$ cat src/rtl/brd_pkg.sv
package brd_pkg;

  // Fixed positions inside the region select vector
  localparam int REG_ROM  = 0;
  localparam int REG_SRAM = 1;
  localparam int REG_CS0  = 2;

  typedef enum logic [1:0] {
    TGT_ROM  = 2'd0,
    TGT_SRAM = 2'd1,
    TGT_CS0  = 2'd2
  } alias_tgt_e;

endpackage

$ cat src/rtl/brd_window.sv
module brd_window #(
  parameter int                 ADDR_W = 32,
  parameter logic [ADDR_W-1:0] BASE   = '0,
  parameter int                 AW     = 16
) (
  input  logic [ADDR_W-1:0] addr_i,
  output logic              hit_o,
  output logic [ADDR_W-1:0] offs_o
);

  // Aligned window: compare only the bits above the window size
  assign hit_o  = (addr_i[ADDR_W-1:AW] == BASE[ADDR_W-1:AW]);
  assign offs_o = addr_i - BASE;

endmodule

$ cat src/rtl/brd_strap_latch.sv
module brd_strap_latch (
  input  logic clk,
  input  logic rst,
  input  logic strap_i,
  output logic strap_o
);

  // Follows the pin during reset, freezes on the last reset edge
  always_ff @(posedge clk) begin
    if (rst) strap_o <= strap_i;
  end

endmodule

$ cat src/rtl/brd_remap_reg.sv
module brd_remap_reg (
  input  logic clk,
  input  logic rst,
  input  logic wr_i,
  input  logic wdata_i,
  output logic remap_o
);

  always_ff @(posedge clk) begin
    if (rst)       remap_o <= 1'b0;
    else if (wr_i) remap_o <= wdata_i;
  end

endmodule

$ cat src/rtl/brd_decode.sv
module brd_decode
  import brd_pkg::*;
#(
  parameter int                 ADDR_W    = 32,
  parameter int                 ALIAS_AW  = 20,
  parameter logic [ADDR_W-1:0] ROM_BASE  = 32'h0010_0000,
  parameter int                 ROM_AW    = 16,
  parameter logic [ADDR_W-1:0] SRAM_BASE = 32'h0020_0000,
  parameter int                 SRAM_AW   = 17,
  parameter logic [ADDR_W-1:0] CS_BASE   = 32'h1000_0000,
  parameter int                 CS_AW     = 28,
  parameter int                 NUM_CS    = 4,
  localparam int                NREG      = REG_CS0 + NUM_CS
) (
  input  logic [ADDR_W-1:0] addr_i,
  input  logic              remap_i,
  input  logic              strap_i,
  output logic [NREG-1:0]   sel_o,
  output logic [ADDR_W-1:0] offs_o,
  output logic              unmapped_o
);

  function automatic logic [ADDR_W-1:0] base_of(int r);
    if (r == REG_ROM)  return ROM_BASE;
    if (r == REG_SRAM) return SRAM_BASE;
    return CS_BASE + (ADDR_W'(r - REG_CS0) << CS_AW);
  endfunction

  function automatic int aw_of(int r);
    if (r == REG_ROM)  return ROM_AW;
    if (r == REG_SRAM) return SRAM_AW;
    return CS_AW;
  endfunction

  logic [NREG-1:0]   win_hit;
  logic [ADDR_W-1:0] win_offs [NREG];
  logic              alias_hit;
  logic [ADDR_W-1:0] alias_offs;
  alias_tgt_e        tgt;

  for (genvar g = 0; g < NREG; g++) begin : g_win
    brd_window #(
      .ADDR_W (ADDR_W),
      .BASE   (base_of(g)),
      .AW     (aw_of(g))
    ) u_win (
      .addr_i (addr_i),
      .hit_o  (win_hit[g]),
      .offs_o (win_offs[g])
    );
  end

  brd_window #(
    .ADDR_W (ADDR_W),
    .BASE   ('0),
    .AW     (ALIAS_AW)
  ) u_alias (
    .addr_i (addr_i),
    .hit_o  (alias_hit),
    .offs_o (alias_offs)
  );

  always_comb begin
    if (remap_i)      tgt = TGT_SRAM;
    else if (strap_i) tgt = TGT_ROM;
    else              tgt = TGT_CS0;
  end

  always_comb begin
    sel_o      = '0;
    offs_o     = '0;
    unmapped_o = 1'b0;
    if (alias_hit) begin
      case (tgt)
        TGT_ROM:  sel_o[REG_ROM]  = 1'b1;
        TGT_SRAM: sel_o[REG_SRAM] = 1'b1;
        TGT_CS0:  sel_o[REG_CS0]  = 1'b1;
        default:  sel_o           = '0;
      endcase
      offs_o = alias_offs;
    end else if (|win_hit) begin
      sel_o = win_hit;
      for (int r = 0; r < NREG; r++) begin
        if (win_hit[r]) offs_o = win_offs[r];
      end
    end else begin
      unmapped_o = 1'b1;
    end
  end

endmodule

$ cat src/rtl/boot_remap_decoder.sv
module boot_remap_decoder
  import brd_pkg::*;
#(
  parameter int                 ADDR_W    = 32,
  parameter int                 ALIAS_AW  = 20,
  parameter logic [ADDR_W-1:0] ROM_BASE  = 32'h0010_0000,
  parameter int                 ROM_AW    = 16,
  parameter logic [ADDR_W-1:0] SRAM_BASE = 32'h0020_0000,
  parameter int                 SRAM_AW   = 17,
  parameter logic [ADDR_W-1:0] CS_BASE   = 32'h1000_0000,
  parameter int                 CS_AW     = 28,
  parameter int                 NUM_CS    = 4,
  localparam int                NREG      = REG_CS0 + NUM_CS
) (
  input  logic              clk,
  input  logic              rst,
  input  logic              strap_i,
  input  logic              reg_wr_i,
  input  logic              reg_wdata_i,
  output logic              remap_o,
  input  logic [ADDR_W-1:0] addr_i,
  input  logic              addr_vld_i,
  output logic [NREG-1:0]   sel_o,
  output logic [ADDR_W-1:0] offs_o,
  output logic              dec_err_o
);

  logic              strap_q;
  logic [NREG-1:0]   dec_sel;
  logic [ADDR_W-1:0] dec_offs;
  logic              dec_unmapped;

  brd_strap_latch u_strap (
    .clk     (clk),
    .rst     (rst),
    .strap_i (strap_i),
    .strap_o (strap_q)
  );

  brd_remap_reg u_remap (
    .clk     (clk),
    .rst     (rst),
    .wr_i    (reg_wr_i),
    .wdata_i (reg_wdata_i),
    .remap_o (remap_o)
  );

  brd_decode #(
    .ADDR_W    (ADDR_W),
    .ALIAS_AW  (ALIAS_AW),
    .ROM_BASE  (ROM_BASE),
    .ROM_AW    (ROM_AW),
    .SRAM_BASE (SRAM_BASE),
    .SRAM_AW   (SRAM_AW),
    .CS_BASE   (CS_BASE),
    .CS_AW     (CS_AW),
    .NUM_CS    (NUM_CS)
  ) u_dec (
    .addr_i     (addr_i),
    .remap_i    (remap_o),
    .strap_i    (strap_q),
    .sel_o      (dec_sel),
    .offs_o     (dec_offs),
    .unmapped_o (dec_unmapped)
  );

  always_ff @(posedge clk) begin
    if (rst || !addr_vld_i) begin
      sel_o     <= '0;
      offs_o    <= '0;
      dec_err_o <= 1'b0;
    end else begin
      sel_o     <= dec_sel;
      offs_o    <= dec_offs;
      dec_err_o <= dec_unmapped;
    end
  end

endmodule

$ cat config.mk
export PLATFORM = sky130hd
export DESIGN_NAME = boot_remap_decoder
export DESIGN_NICKNAME = d
export VERILOG_FILES = /design/src/rtl/brd_pkg.sv /design/src/rtl/brd_window.sv /design/src/rtl/brd_strap_latch.sv /design/src/rtl/brd_remap_reg.sv /design/src/rtl/brd_decode.sv /design/src/rtl/boot_remap_decoder.sv
export SDC_FILE = /design/constraint.sdc
export NUM_CORES = 1
export LEC_CHECK = 0
export BUFFER_PORTS_ARGS = -buffer_cell sky130_fd_sc_hd__clkbuf_2
export CAP_MARGIN = 5
export CORE_MARGIN = 2
export CORE_UTILIZATION = 40
export DETAILED_ROUTE_END_ITERATION = 7
export SLEW_MARGIN = 0
export SYNTH_ARGS = -nofsm -noshare
export SYNTH_HDL_FRONTEND = slang
export SYNTH_HIERARCHICAL = 1
export SYNTH_SLANG_ARGS = --single-unit
$ cat constraint.sdc
create_clock -name clk -period 2.53 [get_ports clk]
set_input_delay 0 -clock clk [delete_from_list [all_inputs] [get_ports clk]]
set_output_delay 0 -clock clk [all_outputs]
set_load 0.05 [all_outputs]
==> out/results.tsv <==
stage	metric	value	unit
clock_network	clk buf depth	2	
setup_path	critical path arrival	2.49	ns
power_and_ir_drop	Flop pwr share	38.8	%
finish	ANT cells	0	
setup_path	kind of critical path	input port to register	
power_and_ir_drop	Leakage	2.14	nW
placed_design	Place WS	0.0336	ns
logic_synthesis	Warnings, synthesis	6	
grt	total grt overflow	0	
detailed_routing	total number of vias	4188	
sta	RSZ-0062 raised after global routing	no	
placed_design	IO buf count	77	
clock_network	Clk pin slew, worst setup/hold paths	0.06	ns
sta	worst setup slack after layout	0.260	ns
sta	Final TNS setup	0	ns
sta	Final period util	89.7	%
setup_path	CP Capture Type	register	
power_and_ir_drop	Net Switching	0.538	mW
detailed_routing	vias per cell	5.67	
setup_path	Setup crit start	addr_i[28]	
floorplan	I/O pin cnt	78	
setup_path	Worst R2R End	u_remap/remap_o	
logic_synthesis	Seq/Total Area, Yosys	15.2	%
logic_synthesis	Syn Inst Count	687	
placed_design	GPL Wtd Cong	0.846	
logic_synthesis	Adder-Cell Fraction of Synth Area	2.05	%
job	Max-Cap Viols	0	
sta	Hold Violations, Final	0	
finish	commonest non-fill, non-tap cell in the layout	clkbuf_2	
detailed_routing	Wirelength per Cell	17.5	um
clock_network	Clock Latency Late Sink	0.28	ns
logic_synthesis	post-synth top area cell	buf_4	
detailed_routing	DRT iter0 DRCs	431	
setup_path	Worst Path Required	2.75	ns
finish	Syn-to-layout area delta	-11.3	%
clock_network	H-Tree Depth	2	
logic_synthesis	syn_nets	734	
grt	GRT Overall Usage	17.7	%
power_and_ir_drop	Clk pwr share	36.7	%
clock_network	cts repair resizes	0	
power_and_ir_drop	Gate power share	24.5	%
logic_synthesis	average size of a mapped cell	7.98	um^2
finish	share of layout cells above drive strength 1	23.4	%
setup_path	Reg2Reg Setup Slack	1.32	ns
finish	most frequent cells in the layout	clkbuf_2, and3b_1, dfxtp_1, nor2_1	
setup_path	critical-path maximum fanout	9	
power_and_ir_drop	worst vdd ir	196	uV
floorplan	Die Wd	121	um
floorplan	Starting Density	41.2	%
setup_path	FF-to-FF path depth	3	
floorplan	Core Box Area	0.0133	mm^2
floorplan	DIE HEIGHT	121	um
detailed_routing	Pre-antenna DRT Iters	6	
logic_synthesis	ranking of synthesized cells by area	buf_4, dfxtp_1, and3b_1	
detailed_routing	Routed WL	12.9	mm
detailed_routing	post-route ant nets	0	
logic_synthesis	mux cell area share after synthesis	0.593	%
finish	final net count	610	
logic_synthesis	XOR/XNOR Fraction of Synth Area	3.36	%
grt	vias in the first global route	4181	
logic_synthesis	simple-gate share of the synthesized area	27.7	%
clock_network	Post CTS Setup Buffer Count	0	
finish	multi-input logic area	0.00294	mm^2
sta	clk_skew	0.000883	ns
setup_path	Setup crit start kind	input port	
floorplan	Rows	42	
clock_network	CTS root buf	clkbuf_16	
grt	largest net degree at the start of global routing	42	
setup_path	Worst R2R Start	u_remap/remap_o	
sta	Max Slew Vio Count	0	
sta	final setup vio count	0	
logic_synthesis	largest family of logic cells by synthesized area	buffers and inverters	
setup_path	CP endpoint	offs_o[23]	
finish	register area	831	um^2
clock_network	clk sinks	41	
grt	initial antenna violation count	0	
grt	first-pass GRT wire length	21.2	mm
finish	Non-Filler Instances	739	
logic_synthesis	share of the synthesized area in the top cell type	26.0	%
clock_network	number of CTS-inserted buffers	5	
logic_synthesis	Yosys cell types	44	
logic_synthesis	Syn Std Cell Area	0.00548	mm^2
sta	Worst-Margin Slew	0.777	ns
clock_network	CTS tree	done	
logic_synthesis	post-synthesis compound-gate area fraction	19.5	%
worst_hold_path	class of the worst hold path	input port to register	
floorplan	die area	0.0147	mm^2
finish	fill cell count	1394	
placed_design	estimated wirelength of the detail-placed design	8.25	mm
run_status	status	finished, final reports clean	
power_and_ir_drop	Switching Fraction	31.3	%
logic_synthesis	FF+latch count, synth	41	
power_and_ir_drop	Int Pwr	1.18	mW
detailed_routing	DRC viols	0	
sta	min Tclk post-route	2.27	ns
power_and_ir_drop	power per cell area	353	mW/mm^2
placed_design	Inst Count DP	729	
sta	max frequency	440	MHz
sta	Max-Slew Margin vs Limit	48.2	%
==> cells by family (layout without fill, tap and decap cells) <==
family,after synthesis,after routing
flip-flops,41,41
adder cells (fa/ha/maj),9,9
AO/OA/AOI/OAI,136,136
buffers and inverters,259,135
XOR/XNOR,21,21
multiplexers,3,3
AND/OR/NAND/NOR,218,218
==> worst max-delay path: stages <==
cell	delay (ns)
clkbuf_2	0.16
or4_4	0.58
nor4_2	0.54
or4_4	0.26
o21ai_4	0.06
buf_4	0.19
o41ai_1	0.48
and3b_1	0.22
==> Yosys cell counts, drive strengths merged <==
cell type and instances:
mux2i 1, o22ai 32, nand2b 34, clkbuf 32, nor2 40, or4 5
nor3b 4, inv 19, ha 9, or2 2, and3b 71, nand3b 1
nor3 5, nand3 1, nor4b 5, dfxtp 40, or3 1, nor2b 2
a221oi 32, edfxtp 1, xor2 16, o221ai 1, o41ai 33, xnor2 5
buf 208, a21oi 1, o31ai 34, and3 1, nand2 5, o21ai 3
mux2 2, nor4 9, and2 32
==> metrics by stage <==
step / power, mW / utilization, % / hold slack (ns) / instance area [um^2]
floorplan: 1.13 / - / 0.0724 / 5480
global route: 1.81 / 36.6 / 0.266 / 4860
CTS: 1.73 / 36.6 / 0.224 / 4860
detailed placement: 1.09 / 35.3 / 0.182 / 4700
finish: 1.72 / 36.6 / 0.226 / 4860
global placement: 1.09 / 35.3 / 0.179 / 4700
==> power by group through the flow <==
| stage | logic, mW | registers [mW] | clock network, mW |
|---|---|---|---|
| after global placement | 0.406 | 0.681 | 0 |
| after CTS | 0.419 | 0.666 | 0.641 |
| after global routing | 0.462 | 0.667 | 0.680 |
| after floorplan | 0.414 | 0.720 | 0 |
| after detailed placement | 0.413 | 0.681 | 0 |
| final | 0.421 | 0.666 | 0.629 |
==> how the worst min path moves through the flow <==
stage	end	from	slack, ns	depth (start not counted)
after floorplan	u_remap/remap_o	rst	0.07	1
after global placement	u_strap/strap_o	strap_i	0.18	1
after detailed placement	u_strap/strap_o	strap_i	0.18	1
after CTS	offs_o[1]	addr_i[1]	0.22	4
after global routing	offs_o[4]	addr_i[4]	0.27	4
final	offs_o[1]	addr_i[1]	0.23	4
==> what timing repair did <==
| action | CTS | global route |
|---|---|---|
| setup endpoints to repair | 0 | 0 |
| hold endpoints to repair | 2 | 0 |
| hold buffers | 3 | 0 |
==> registers in the layout, summed over array words and instances (netlist names) <==
register and flops:
u_remap/remap_o 1, offs_o 32, sel_o 6, u_strap/strap_o 1, dec_err_o 1
==> per-layer routing <==
layer / GRT usage (%) / share of wire (%) / vias up
met3: 3.38 / 5.2 / 10
met4: 5.31 / 0.88 / 0
li1: - / - / 2043
met5: 0 / 0 / -
met1: 22.7 / 45 / 2023
met2: 30.0 / 49 / 112
==> area by class of cell <==
type,instances,share of cell area [%]
clock buffers,6,2.65
clock inverters,1,0.103
multi-input cells,387,60.4
well taps,176,4.53
inverters,19,1.47
repair buffers,109,13.8
flip-flops and latches,41,17.1
Note: power is estimated with default switching activity, not from simulation.
